==> config.mk <==
export PLATFORM = sky130hd
export DESIGN_NAME = bb_bridge
export DESIGN_NICKNAME = d
export VERILOG_FILES = /design/src/rtl/bb_pkg.sv /design/src/rtl/bb_decode.sv /design/src/rtl/bb_modify.sv /design/src/rtl/bb_ctrl.sv /design/src/rtl/bb_bridge.sv
export SDC_FILE = /design/constraint.sdc
export NUM_CORES = 1
export LEC_CHECK = 0
export ABC_AREA = 1
export BUFFER_PORTS_ARGS = -buffer_cell sky130_fd_sc_hd__buf_4
export CAP_MARGIN = 0
export CORE_UTILIZATION = 35
export CTS_CLUSTER_SIZE = 14
export DETAILED_ROUTE_END_ITERATION = 7
export HOLD_SLACK_MARGIN = 0.02
export MAX_ROUTING_LAYER = met4
export PLACE_DENSITY = 0.67
export SYNTH_ARGS = -nofsm -noshare
export SYNTH_HDL_FRONTEND = slang
export SYNTH_SLANG_ARGS = --single-unit
export TNS_END_PERCENT = 20
==> constraint.sdc <==
create_clock -name clk -period 1.7 [get_ports clk]
set_clock_uncertainty 0.05 [all_clocks]
set_input_delay 0.085 -clock clk [delete_from_list [all_inputs] [get_ports clk]]
set_output_delay 0.085 -clock clk [all_outputs]
set_load 0.01 [all_outputs]
==> src/rtl/bb_pkg.sv <==
package bb_pkg;

    localparam int BUS_W         = 32;
    localparam int LANES         = BUS_W / 8;
    localparam int POS_W         = $clog2(BUS_W);
    localparam int SEL_SHIFT     = 2;
    localparam int WORD_SHIFT    = POS_W;
    localparam int NUM_WIN_DEF   = 2;
    localparam int SPAN_LOG2_DEF = 25;

    localparam logic [NUM_WIN_DEF-1:0][31:0] ALIAS_BASE_DEF = {32'h4200_0000, 32'h2200_0000};
    localparam logic [NUM_WIN_DEF-1:0][31:0] REAL_BASE_DEF  = {32'h4000_0000, 32'h2000_0000};

    typedef enum logic [1:0] {
        SZ_BYTE = 2'd0,
        SZ_HALF = 2'd1,
        SZ_WORD = 2'd2
    } bb_size_e;

    typedef enum logic [1:0] {
        ST_IDLE,
        ST_READ,
        ST_MODIFY_WRITE,
        ST_RESPOND
    } bb_state_e;

    typedef struct packed {
        logic             write;
        logic             hit;
        logic [31:0]      addr;
        logic [LANES-1:0] be;
        logic [POS_W-1:0] pos;
        logic [BUS_W-1:0] wdata;
    } bb_req_t;

    // lane enables for a unit of the given size at the given low address bits
    function automatic logic [LANES-1:0] lane_be(input bb_size_e size, input logic [1:0] lo);
        case (size)
            SZ_BYTE: lane_be = LANES'(1) << lo;
            SZ_HALF: lane_be = {{2{lo[1]}}, {2{~lo[1]}}};
            default: lane_be = '1;
        endcase
    endfunction

    // position on the little-endian bus of bit "sel" of the unit at "lo"
    function automatic logic [POS_W-1:0] bus_pos(input bb_size_e size, input logic [1:0] lo,
                                                 input logic [POS_W-1:0] sel);
        case (size)
            SZ_BYTE: bus_pos = {lo, sel[2:0]};
            SZ_HALF: bus_pos = {lo[1], sel[3:0]};
            default: bus_pos = sel;
        endcase
    endfunction

endpackage

==> src/rtl/bb_decode.sv <==
module bb_decode
    import bb_pkg::*;
#(
    parameter int NUM_WIN   = NUM_WIN_DEF,
    parameter int SPAN_LOG2 = SPAN_LOG2_DEF,
    parameter logic [NUM_WIN-1:0][31:0] ALIAS_BASE = ALIAS_BASE_DEF,
    parameter logic [NUM_WIN-1:0][31:0] REAL_BASE  = REAL_BASE_DEF
) (
    input  logic        write,
    input  logic [1:0]  size,
    input  logic [31:0] addr,
    input  logic [31:0] wdata,
    output bb_req_t     req
);
    logic [NUM_WIN-1:0]       hit;
    logic [NUM_WIN-1:0][31:0] cand;
    logic [31:0]              real_a;
    logic                     any_hit;
    logic [POS_W-1:0]         sel;
    bb_size_e                 sz;

    assign sz = bb_size_e'(size);

    for (genvar w = 0; w < NUM_WIN; w++) begin : g_win
        assign hit[w]  = addr[31:SPAN_LOG2] == ALIAS_BASE[w][31:SPAN_LOG2];
        assign cand[w] = REAL_BASE[w] | 32'(addr[SPAN_LOG2-1:0] >> WORD_SHIFT);
    end

    always_comb begin
        real_a  = addr;
        any_hit = 1'b0;
        for (int w = NUM_WIN - 1; w >= 0; w--) begin
            if (hit[w]) begin
                any_hit = 1'b1;
                real_a  = cand[w];
            end
        end
        if (any_hit) begin
            if (sz == SZ_HALF) real_a[0] = 1'b0;
            if (sz != SZ_BYTE && sz != SZ_HALF) real_a[1:0] = 2'b00;
        end
        sel = addr[SEL_SHIFT +: POS_W];
        case (sz)
            SZ_BYTE: sel = sel & POS_W'(7);
            SZ_HALF: sel = sel & POS_W'(15);
            default: ;
        endcase
    end

    assign req.write = write;
    assign req.hit   = any_hit;
    assign req.addr  = real_a;
    assign req.be    = lane_be(sz, real_a[1:0]);
    assign req.pos   = bus_pos(sz, real_a[1:0], sel);
    assign req.wdata = wdata;

endmodule

==> src/rtl/bb_modify.sv <==
module bb_modify
    import bb_pkg::*;
(
    input  logic [BUS_W-1:0] rdata,
    input  logic [POS_W-1:0] pos,
    input  logic             set_val,
    output logic [BUS_W-1:0] merged,
    output logic             bit_val
);
    logic [BUS_W-1:0] mask;

    assign mask    = BUS_W'(1) << pos;
    assign bit_val = |(rdata & mask);
    assign merged  = set_val ? (rdata | mask) : (rdata & ~mask);

endmodule

==> src/rtl/bb_ctrl.sv <==
module bb_ctrl
    import bb_pkg::*;
(
    input  logic      clk,
    input  logic      rst,
    input  logic      s_valid,
    input  logic      in_write,
    input  logic      in_hit,
    input  logic      q_write,
    input  logic      q_hit,
    input  logic      m_ready,
    output logic      accept,
    output bb_state_e state
);
    bb_state_e nxt;

    assign accept = (state == ST_IDLE) && s_valid;

    always_comb begin
        nxt = state;
        case (state)
            ST_IDLE: begin
                if (s_valid) nxt = (in_write && !in_hit) ? ST_MODIFY_WRITE : ST_READ;
            end
            ST_READ: begin
                if (m_ready) nxt = (q_write && q_hit) ? ST_MODIFY_WRITE : ST_RESPOND;
            end
            ST_MODIFY_WRITE: begin
                if (m_ready) nxt = ST_RESPOND;
            end
            default: nxt = ST_IDLE;
        endcase
    end

    always_ff @(posedge clk) begin
        if (rst) state <= ST_IDLE;
        else     state <= nxt;
    end

endmodule

==> src/rtl/bb_bridge.sv <==
module bb_bridge
    import bb_pkg::*;
#(
    parameter int NUM_WIN   = NUM_WIN_DEF,
    parameter int SPAN_LOG2 = SPAN_LOG2_DEF,
    parameter logic [NUM_WIN-1:0][31:0] ALIAS_BASE = ALIAS_BASE_DEF,
    parameter logic [NUM_WIN-1:0][31:0] REAL_BASE  = REAL_BASE_DEF
) (
    input  logic        clk,
    input  logic        rst,
    input  logic        s_valid,
    input  logic        s_write,
    input  logic [1:0]  s_size,
    input  logic [31:0] s_addr,
    input  logic [31:0] s_wdata,
    output logic        s_ready,
    output logic [31:0] s_rdata,
    output logic        m_valid,
    output logic        m_write,
    output logic [31:0] m_addr,
    output logic [3:0]  m_be,
    output logic [31:0] m_wdata,
    input  logic        m_ready,
    input  logic [31:0] m_rdata
);
    bb_req_t          dec;
    bb_req_t          req_q;
    logic [BUS_W-1:0] rd_q;
    logic [BUS_W-1:0] merged;
    logic             bit_val;
    logic             accept;
    bb_state_e        state;

    bb_decode #(
        .NUM_WIN   (NUM_WIN),
        .SPAN_LOG2 (SPAN_LOG2),
        .ALIAS_BASE(ALIAS_BASE),
        .REAL_BASE (REAL_BASE)
    ) u_dec (
        .write(s_write),
        .size (s_size),
        .addr (s_addr),
        .wdata(s_wdata),
        .req  (dec)
    );

    bb_ctrl u_ctrl (
        .clk     (clk),
        .rst     (rst),
        .s_valid (s_valid),
        .in_write(dec.write),
        .in_hit  (dec.hit),
        .q_write (req_q.write),
        .q_hit   (req_q.hit),
        .m_ready (m_ready),
        .accept  (accept),
        .state   (state)
    );

    bb_modify u_mod (
        .rdata  (rd_q),
        .pos    (req_q.pos),
        .set_val(req_q.wdata[0]),
        .merged (merged),
        .bit_val(bit_val)
    );

    always_ff @(posedge clk) begin
        if (rst) begin
            req_q <= '0;
            rd_q  <= '0;
        end else begin
            if (accept) req_q <= dec;
            if (state == ST_READ && m_ready) rd_q <= m_rdata;
        end
    end

    assign m_valid = (state == ST_READ) || (state == ST_MODIFY_WRITE);
    assign m_write = (state == ST_MODIFY_WRITE);
    assign m_addr  = req_q.addr;
    assign m_be    = req_q.be;
    assign m_wdata = req_q.hit ? merged : req_q.wdata;
    assign s_ready = (state == ST_RESPOND);
    assign s_rdata = req_q.hit ? {{(BUS_W-1){1'b0}}, bit_val} : rd_q;

endmodule

==> results.toml, run 1 <==
[yosys]
yosysUniqueCellTypes = 27
yosysSeqAreaShare_pct = 37.25
ys_warn_count = 0
synth_area_per_cell_sq_um = 6.524
netlist_instances = 898
synth_seq_cells = 109
synth_nets = 1005
netlist_area_sq_um = 5858

[pwr]
cellPowerDensity_nw_per_um2 = 1264
power_leakage_nw = 4.297
totalPowerFinal_mw = 11.62
ir_drop_uv = 752.6

[sta]
slew_headroom_pct = 78.77
fmax_mhz = 495.9
final.setup.worst_slack_ps = -316.7
setup-violations-final = 33
timing.hold.ws_ps = 39.81
grt_setup_unrepaired = "true"
fin_crit_ps = 2017
final_max_slew_viol_count = 0
tightest_slew_ps = 318.0
period_share_pct = 118.6
hold_viol = 0
tns_ps = -5117

[clock_tree]
h-tree-depth = 3
cts.path.max_buffers = 2
cts-root-buf = "clkbuf_16"
clkTransAtPathRegs_ps = 70
cts_buffers = 9
clock_latency_ps = 350
numClockSinks = 109
cts_tree = "yes"

[flow_run]
drv_cap = 0

[setup_path]
worstReg2RegStart = "u_ctrl.state[0]"
required_ps = 1560
endpoint_kind = "output port"
worstSetupStartpoint = "req_q[32]"
critPathMostFrequentCell = "nand2_1"
path_cells = "nor2_4 > nand3_1 > nor2_2 > nand2_1 > nand2_1 > nor2_1 > nand2_1 > nor2_2 > nand2_1 > nand2_1 > nand2_2 > buf_6"
r2r_slack_ps = 130
crit_arrival_ps = 1880
worst_setup_path_start_kind = "flop"
crit_path_max_incr_delay_ps = 390
r2r_cells = 8
crit_buf_inv = 1
regToRegEndpoint = "m_addr[19]"
critPathTopFamily = "simple AND/OR/NAND/NOR gates"
crit_type = "reg2out"
cp_max_fo = 4
slowest_stage = "dfxtp_4"

[detailed_routing]
drtIter0Drc = 374
vias = 6746
routed_wl_um = 20660
first_pass_iters = 5
vias_per_cell = 4.850
drtAntennaViolNets = 0
route.detailed.drc = 0
wire_per_inst_um = 14.86

[final_layout]
syn_to_final_growth_pct = 56.81
mostFrequentLayoutCells = "buf_4 (247), nor2_1 (145), nand2_1 (142), dfxtp_1 (103), o21ai_0 (97)"
drive_above_1_share_pct = 29.02
nFillCells = 1537
final_common_cell = "buf_4"
nets = 1277
antennaDiodeCount = 0

[grt]
grt_start_max_net_pins = 64
track_usage_pct = 24.21
first_global_vias = 6466
grt_first_pass_wirelength_um = 32710
grt-ovfl-total = 0
grt_antenna_before_repair = 0

[hold_path]
whs_path_depth = 3
hold_class = "in2reg"
min_to = "rd_q[31]"
min_from = "m_rdata[31]"

[placed_design]
place_congestion = 0.9013
port_buffers = 205
place_ws_ps = -64.70
hpwl_um = 14300

[floorplan]
num_rows = 46
die_h_um = 131.4
die-area_sq_um = 17260
initial_core_util_pct = 36.35
die_x_um = 131.4
pin_count = 206
core_sq_um = 16120

[outcome]
status = "complete, but fails checks"
violations = "negative setup slack"
==> final cells by class <==
class                   count  area [sq um]  share of cell area [%]
repair buffers            358          3024                   32.92
multi-input cells         612          3052                   33.22
inverters                  80         312.8                   3.405
flip-flops and latches    109          2200                   23.94
clock inverters             3         67.56                  0.7355
well taps                 216         270.3                   2.942
clock buffers              13         260.3                   2.833
==> sequential cells by signal, summed over array words and instances (netlist names) <==
name / flops
req_q: 39
m_addr: 32
rd_q: 32
m_be: 4
u_ctrl.state: 2
==> power breakdown <==
| part | internal [mW] | switching [mW] |
|---|---|---|
| Combinational | 2.42 | 3.09 |
| Clock | 1.38 | 0.985 |
| Sequential | 3.25 | 0.490 |
==> worst reg2reg max path: stages, from the launching register on <==
cell	delay [ps]
dfxtp_1	400
inv_1	90
ha_2	210
nand2_2	120
buf_4	180
nor2_1	70
buf_4	150
o22ai_1	110
a21oi_1	80
==> kinds of logic (layout without fill, tap and decap cells) <==
kind of cell | Yosys count | after routing | share of synthesized area [%]
AO/OA/AOI/OAI | 227 | 227 | 21.10
flip-flops | 109 | 109 | 37.25
AND/OR/NAND/NOR | 381 | 381 | 26.76
buffers and inverters | 177 | 454 | 14.03
adder cells (fa/ha/maj) | 4 | 4 | 0.8544
==> cells in the mapped netlist <==
cell type / instances / share of area (%)
nor3_1: 2 / 0.17
o22ai_1: 2 / 0.21
a211oi_1: 1 / 0.13
o21ai_0: 111 / 9.5
clkinv_1: 1 / 0.064
nand2_2: 1 / 0.11
clkbuf_1: 42 / 2.7
nor2_2: 4 / 0.43
buf_2: 12 / 1.0
dfxtp_1: 109 / 37
inv_1: 76 / 4.9
nand4_1: 16 / 1.7
nor2_4: 2 / 0.38
o211ai_1: 21 / 2.7
inv_2: 3 / 0.19
buf_1: 5 / 0.32
o21bai_1: 1 / 0.13
o311ai_0: 5 / 0.75
nor3_2: 1 / 0.17
nand2_1: 149 / 9.5
nor2_1: 157 / 10
buf_4: 38 / 4.9
a31oi_1: 4 / 0.43
nand3_1: 49 / 4.2
a21oi_1: 81 / 6.9
ha_1: 4 / 0.85
o31ai_4: 1 / 0.36
==> routing by layer <==
layer / wire [um] / global-route usage (%) / part of all wire [%] / vias to the layer above
met5: 0 / - / 0 / -
met4: 346 / 6.331 / 1.7 / 0
met3: 1284 / 4.012 / 6.2 / 26
met2: 9785 / 40.16 / 47 / 247
met1: 9247 / 30.43 / 45 / 3037
li1: - / - / - / 3436
==> metrics by stage <==
step / cell area, sq um / cells / util [%]
after floorplan: 5858 / 898 / -
after global placement: 7615 / 1277 / 47.25
after detailed placement: 7615 / 1277 / 47.25
after CTS: 9006 / 1385 / 55.89
after global routing: 9186 / 1391 / 57.00
final: 9186 / 1391 / 57.00
==> worst max-delay path by stage <==
stage | endpoint | slack [ps] | depth (start not counted)
3_3_place_gp | s_rdata[0] | -40 | 12
2_1_floorplan | req_q[14] | 170 | 8
3_5_place_dp | m_wdata[11] | -60 | 7
6_report | s_rdata[0] | -320 | 12
5_1_grt | s_rdata[0] | -490 | 12
4_1_cts | m_wdata[19] | -240 | 9
==> what timing repair did <==
| action | in CTS | in global routing |
|---|---|---|
| setup buffers | 0 | 6 |
| hold buffers | 92 | 0 |
| hold endpoints to repair | 102 | 0 |
| setup endpoints to repair | 33 | 67 |
| pin swaps | 4 | 14 |
| resized for setup | 53 | 44 |
No activity file was read; power rests on OpenSTA's default activity.
==> run 2, diff against run 1 <==
--- a/config.mk
+++ b/config.mk
@@ -6,5 +6,4 @@
 export NUM_CORES = 1
 export LEC_CHECK = 0
-export ABC_AREA = 1
 export BUFFER_PORTS_ARGS = -buffer_cell sky130_fd_sc_hd__buf_4
 export CAP_MARGIN = 0
@@ -15,4 +14,5 @@
 export MAX_ROUTING_LAYER = met4
 export PLACE_DENSITY = 0.67
+export REMOVE_ABC_BUFFERS = 1
 export SYNTH_ARGS = -nofsm -noshare
 export SYNTH_HDL_FRONTEND = slang
==> constraint.sdc (replaced) <==
create_clock -name clk -period 1.7 [get_ports clk]
set_clock_uncertainty 0.05 [all_clocks]
set_input_delay 0.17 -clock clk [delete_from_list [all_inputs] [get_ports clk]]
set_output_delay 0.17 -clock clk [all_outputs]
set_load 0.01 [all_outputs]
==> results.toml, run 2 <==
[outcome]
status = "complete, but fails checks"
violations = "negative setup slack"

[grt]
grt_first_pass_wirelength_um = 31110
grt-ovfl-total = 0
track_usage_pct = 23.02
grt_antenna_before_repair = 0
first_global_vias = 6257
grt_start_max_net_pins = 98

[setup_path]
endpoint_kind = "output port"
cp_max_fo = 5
crit_buf_inv = 3
path_cells = "buf_4 > buf_4 > or3b_2 > a21oi_1 > a211oi_1 > nand4_1 > o32a_1 > buf_6"
critPathTopFamily = "simple AND/OR/NAND/NOR gates"
critPathMostFrequentCell = "buf_4"
crit_arrival_ps = 2080
required_ps = 1480
crit_path_max_incr_delay_ps = 450
slowest_stage = "or3b_2"
crit_type = "reg2out"
worst_setup_path_start_kind = "flop"

[final_layout]
syn_to_final_growth_pct = 57.81
final_cells = 1304
final_common_cell = "buf_4"
mostFrequentLayoutCells = "buf_4 (258), nand2_1 (210), a21oi_1 (120), dfxtp_1 (103), dlygate4sd3_1 (67)"
top_register = "req_q"
nets = 1186
nFillCells = 1516
multi_input_area_sq_um = 3361
register_area_sq_um = 2202
drive_above_1_share_pct = 34.23
antennaDiodeCount = 0
final_area_sq_um = 9321
largest_register_ff_count = 39
final_util_pct = 56.41

[detailed_routing]
vias = 6414
vias_per_cell = 4.919
drtIter0Drc = 266
wire_per_inst_um = 15.13
drtAntennaViolNets = 0
first_pass_iters = 5
routed_wl_um = 19740
route.detailed.drc = 0

[flow_run]
drv_cap = 0

[clock_tree]
clkTransAtPathRegs_ps = 80
numClockSinks = 109
h-tree-depth = 3
clock_latency_ps = 350
cts_buffers = 9
cts-root-buf = "clkbuf_16"
cts_tree = "yes"
cts.path.max_buffers = 2

[placed_design]
place_congestion = 0.8746
port_buffers = 205
dp_cells = 1211
post_dp_cell_area_sq_um = 7851
hpwl_um = 13510

[sta]
setup-violations-final = 33
timing.hold.ws_ps = 32.83
final_max_slew_viol_count = 0
final.setup.worst_slack_ps = -597.2
period_share_pct = 135.1
fmax_mhz = 435.3
slew_headroom_pct = 72.50
grt_setup_unrepaired = "true"
hold_viol = 0
fin_crit_ps = 2297
tightest_slew_ps = 412.5

[yosys]
yosysTopAreaCellShare_pct = 36.94
synth_area_per_cell_sq_um = 7.239
netlist_area_sq_um = 5907
synth_area_leader_cell = "dfxtp_1"
yosysMostFrequentCell = "nand2_1"
netlist_top_cells_area = "dfxtp_1 (37%), nand2_1 (14%), a21oi_1 (10%)"
ys_warn_count = 0
netlist_instances = 816
synthArstFlopShare_pct = 0
synth_seq_cells = 109
yosysSeqAreaShare_pct = 36.94
synth_edf_count = 0
ys.flop_type = "dfxtp_1"
synthTopCellsByCount = "nand2_1 (216), a21oi_1 (123), dfxtp_1 (109)"
yosysUniqueCellTypes = 55

[floorplan]
initial_core_util_pct = 35.75
core_sq_um = 16520
die_h_um = 131.9
num_rows = 47
die-area_sq_um = 17400
die_x_um = 131.9
pin_count = 206

[pwr]
power_leakage_nw = 4.012
ir_drop_uv = 696.1
totalPowerFinal_mw = 10.76
cellPowerDensity_nw_per_um2 = 1155

[hold_path]
hold_class = "in2reg"
[run 2: changes by cell type in the layout (fill, tap and decap cells not counted), sizes merged, moves of 14 or more]
cell | previous run | this run
buf | 266 | 290
o211ai | 21 | 0
inv | 80 | 10
o21ai | 111 | 6
nand3 | 49 | 20
nand4 | 16 | 2
nor2b | 0 | 34
mux2i | 0 | 34
a21oi | 81 | 123
a311oi | 0 | 20
nand2 | 150 | 216
dlygate4sd3 | 92 | 67
nor2 | 163 | 74
[run 2: cell families (layout without fill, tap and decap cells)]
family,count (synthesis),after routing,synth area share (%)
simple gates,373,373,27.41
compound gates,178,178,18.70
buf+inv,115,383,9.807
flops,109,109,36.94
mux,36,36,6.143
fa+ha+maj,4,4,0.8473
xor+xnor,1,1,0.1483
[run 2: final timing paths]
| check | start | end | slack, ps | depth (start not counted) |
|---|---|---|---|---|
| hold reg to reg | req_q[26] | req_q[26] | 410 | 2 |
| hold / removal | s_addr[24] | m_addr[19] | 30 | 3 |
| setup / recovery | req_q[33] | s_rdata[0] | -600 | 8 |
| setup reg to reg | u_ctrl.state[0] | m_addr[0] | 150 | 6 |
[run 2: per-stage QoR]
step	setup TNS [ps]	setup WS, ps
2_1_floorplan	-106770	-1343
3_3_place_gp	-7422	-272.4
3_5_place_dp	-8389	-289.6
4_1_cts	-11400	-555.5
5_1_grt	-14100	-657.9
6_report	-11510	-597.2
[run 2: worst reg2reg max path, cell delays in order, from the launching register on]
cell	delay, ps
dfxtp_1	350
inv_2	90
ha_4	150
and2_4	320
buf_12	200
nor2_1	50
a311oi_1	250
[run 2: area by class of cell]
class | instances | share of cell area, %
flip-flops and latches | 109 | 23.62
inverters | 10 | 0.4027
clock buffers | 10 | 2.564
repair buffers | 357 | 32.71
clock inverters | 6 | 1.691
well taps | 220 | 2.953
multi-input cells | 592 | 36.05
[run 2: metal layers]
layer | vias up | GRT usage [%] | routed length (um)
met5 | - | - | 0
met4 | 0 | 6.525 | 296
met3 | 22 | 4.344 | 1235
met2 | 214 | 39.42 | 9703
met1 | 2955 | 27.40 | 8500
li1 | 3223 | - | -
[run 2: report_power, final]
group	internal (mW)	total [mW]	switching (mW)
combinational	2.25	4.56	2.31
sequential	3.07	3.43	0.361
clock	1.78	2.77	0.993
total	7.10	10.8	3.66
[run 2: repair_timing]
item,CTS,global route
endpoints found under the hold margin,67,0
gates resized for setup,56,37
setup buffers,4,6
hold buffers,67,0
setup endpoints to repair,33,78
gates cloned,0,1
pin swaps,30,11
==> run 3, diff against run 2 <==
Settings changed: ABC_AREA set to 1, TNS_END_PERCENT 20 to unset.
==> results.toml, run 3 (synthesis gave the netlist of run 1 again) <==
[setup_path]
worst_setup_path_start_kind = "flop"
worstSetupPathDepth = 13
crit_type = "reg2out"
r2r_cells = 8
crit_path_max_incr_delay_ps = 380
critPathTopFamily = "simple AND/OR/NAND/NOR gates"
cp_max_fo = 6
crit_arrival_ps = 1810
endpoint_kind = "output port"
required_ps = 1480
crit_buf_inv = 2
path_cells = "nor2_4 > nand3_2 > buf_4 > nor2_4 > nand2_1 > nand2_1 > nor2_1 > nand2_1 > nor2_1 > nand2_1 > nand2_1 > nand2_2 > buf_6"
slowest_stage = "dfxtp_4"
critPathMostFrequentCell = "nand2_1"

[sta]
slew_headroom_pct = 72.04
period_share_pct = 119.5
final.setup.worst_slack_ps = -331.0
final_max_slew_viol_count = 0
fmax_mhz = 492.4
tns_ps = -6838
hold_viol = 0
tightest_slew_ps = 419.4
grt_setup_unrepaired = "true"
setup-violations-final = 33
fin_crit_ps = 2031

[detailed_routing]
wire_per_inst_um = 14.90
route.detailed.drc = 0
drtIter0Drc = 240
vias = 6494
route.met3.wl_um = 1452
routed_wl_um = 19780
dr.max_layer_used = "met4"
drtAntennaViolNets = 0
vias_per_cell = 4.894
wl_met1_um = 8759
route.met2.wl_um = 9281
first_pass_iters = 4

[final_layout]
final_area_sq_um = 8801
syn_to_final_growth_pct = 50.23
final_common_cell = "buf_4"
antennaDiodeCount = 0
top_register = "req_q"
multi_input_area_sq_um = 3234
nets = 1213
mostFrequentLayoutCells = "buf_4 (235), nor2_1 (142), nand2_1 (141), dfxtp_1 (103), o21ai_0 (89)"
drive_above_1_share_pct = 33.39
largest_register_ff_count = 39
register_area_sq_um = 2200
final_util_pct = 54.61
final_cells = 1327
nFillCells = 1598

[grt]
grt_first_pass_wirelength_um = 31180
first_global_vias = 6247
grt_antenna_before_repair = 0
grt_start_max_net_pins = 58
grt-ovfl-total = 0
track_usage_pct = 23.11

[pwr]
power_leakage_nw = 4.057
cellPowerDensity_nw_per_um2 = 1319
clkPwrFrac_pct = 17.6
combPwrFrac_pct = 50.6
swShare_pct = 40.97
ir_drop_uv = 640.9
p_int_mw = 6.853
p_switching_mw = 4.756
pwr-share-seq_pct = 31.9

[placed_design]
port_buffers = 205
dp_cells = 1280
place_congestion = 0.9172
place_ws_ps = -123.7
post_dp_cell_area_sq_um = 7712
hpwl_um = 13970

[floorplan]
die_h_um = 131.4
core_sq_um = 16120
die-area_sq_um = 17260
num_rows = 46
pin_count = 206
die_x_um = 131.4
initial_core_util_pct = 36.35

[hold_path]
whs_path_depth = 3
hold_class = "in2reg"

[outcome]
violations = "negative setup slack"
status = "complete, but fails checks"

[clock_tree]
cts_buffers = 9
cts-root-buf = "clkbuf_16"
h-tree-depth = 3
numClockSinks = 109
cts.path.max_buffers = 2
clock_latency_ps = 360
cts_tree = "yes"
clkTransAtPathRegs_ps = 70

[flow_run]
drv_cap = 0
-- run 3: cell types whose count changed in the layout (fill, tap and decap cells not counted), moves of 21 or more --
cell,delta
a21oi_1,-50
o21ai_0,+86
nand2_1,-69
dlygate4sd3_1,-42
buf_4,-23
o211ai_1,+21
nor2_1,+80
mux2i_1,-30
nor2b_1,-31
inv_1,+63
-- run 3: power groups by stage --
stage / Combinational, mW / Sequential (mW) / Clock [mW]
after detailed placement: 5.22 / 3.70 / 0
final: 5.87 / 3.70 / 2.04
after global routing: 6.43 / 3.78 / 2.19
after floorplan: 2.36 / 3.85 / 0
after CTS: 5.50 / 3.69 / 2.12
after global placement: 5.18 / 3.69 / 0
-- run 3: metal layers --
metal,GRT usage [%],vias up
met2,37.85,220
met1,27.73,2937
met5,-,-
met4,7.300,0
met3,5.826,21
li1,-,3316
-- run 3: tightest hold or removal path: cells and delay by family --
kind	cells	cell delay, ps
compound gates	1	70
simple gates	1	80
buf+inv	1	70
-- run 3: final timing paths --
kind | start | end | slack (ps)
worst min register to register | m_be[0] | m_be[0] | 410
worst min-delay path | s_wdata[16] | req_q[16] | 30
worst max-delay path | req_q[33] | s_rdata[0] | -330
worst max register to register | u_ctrl.state[0] | m_addr[7] | 140
-- run 3: what timing repair did --
action	CTS	global route
endpoints found under the hold margin	25	0
hold buffers	25	0
gates resized for setup	80	72
endpoints found under the setup margin	33	54
pin swaps	15	24
buffers inserted	4	3
cloned	0	1
-- run 3: layout make-up --
cell class | count | area share (%)
well taps | 216 | 3.071
clock inverters | 6 | 0.5402
repair buffers | 294 | 28.52
multi-input cells | 612 | 36.75
clock buffers | 10 | 2.602
inverters | 80 | 3.526
flip-flops and latches | 109 | 24.99
-- run 3: metrics by stage --
| stage | power, mW | hold WS (ps) |
|---|---|---|
| 3_5_place_dp | 8.922 | 377.9 |
| 4_1_cts | 11.32 | 20.04 |
| 3_3_place_gp | 8.875 | 371.0 |
| 2_1_floorplan | 6.214 | 189.1 |
| 5_1_grt | 12.41 | 32.23 |
| 6_report | 11.61 | 25.52 |
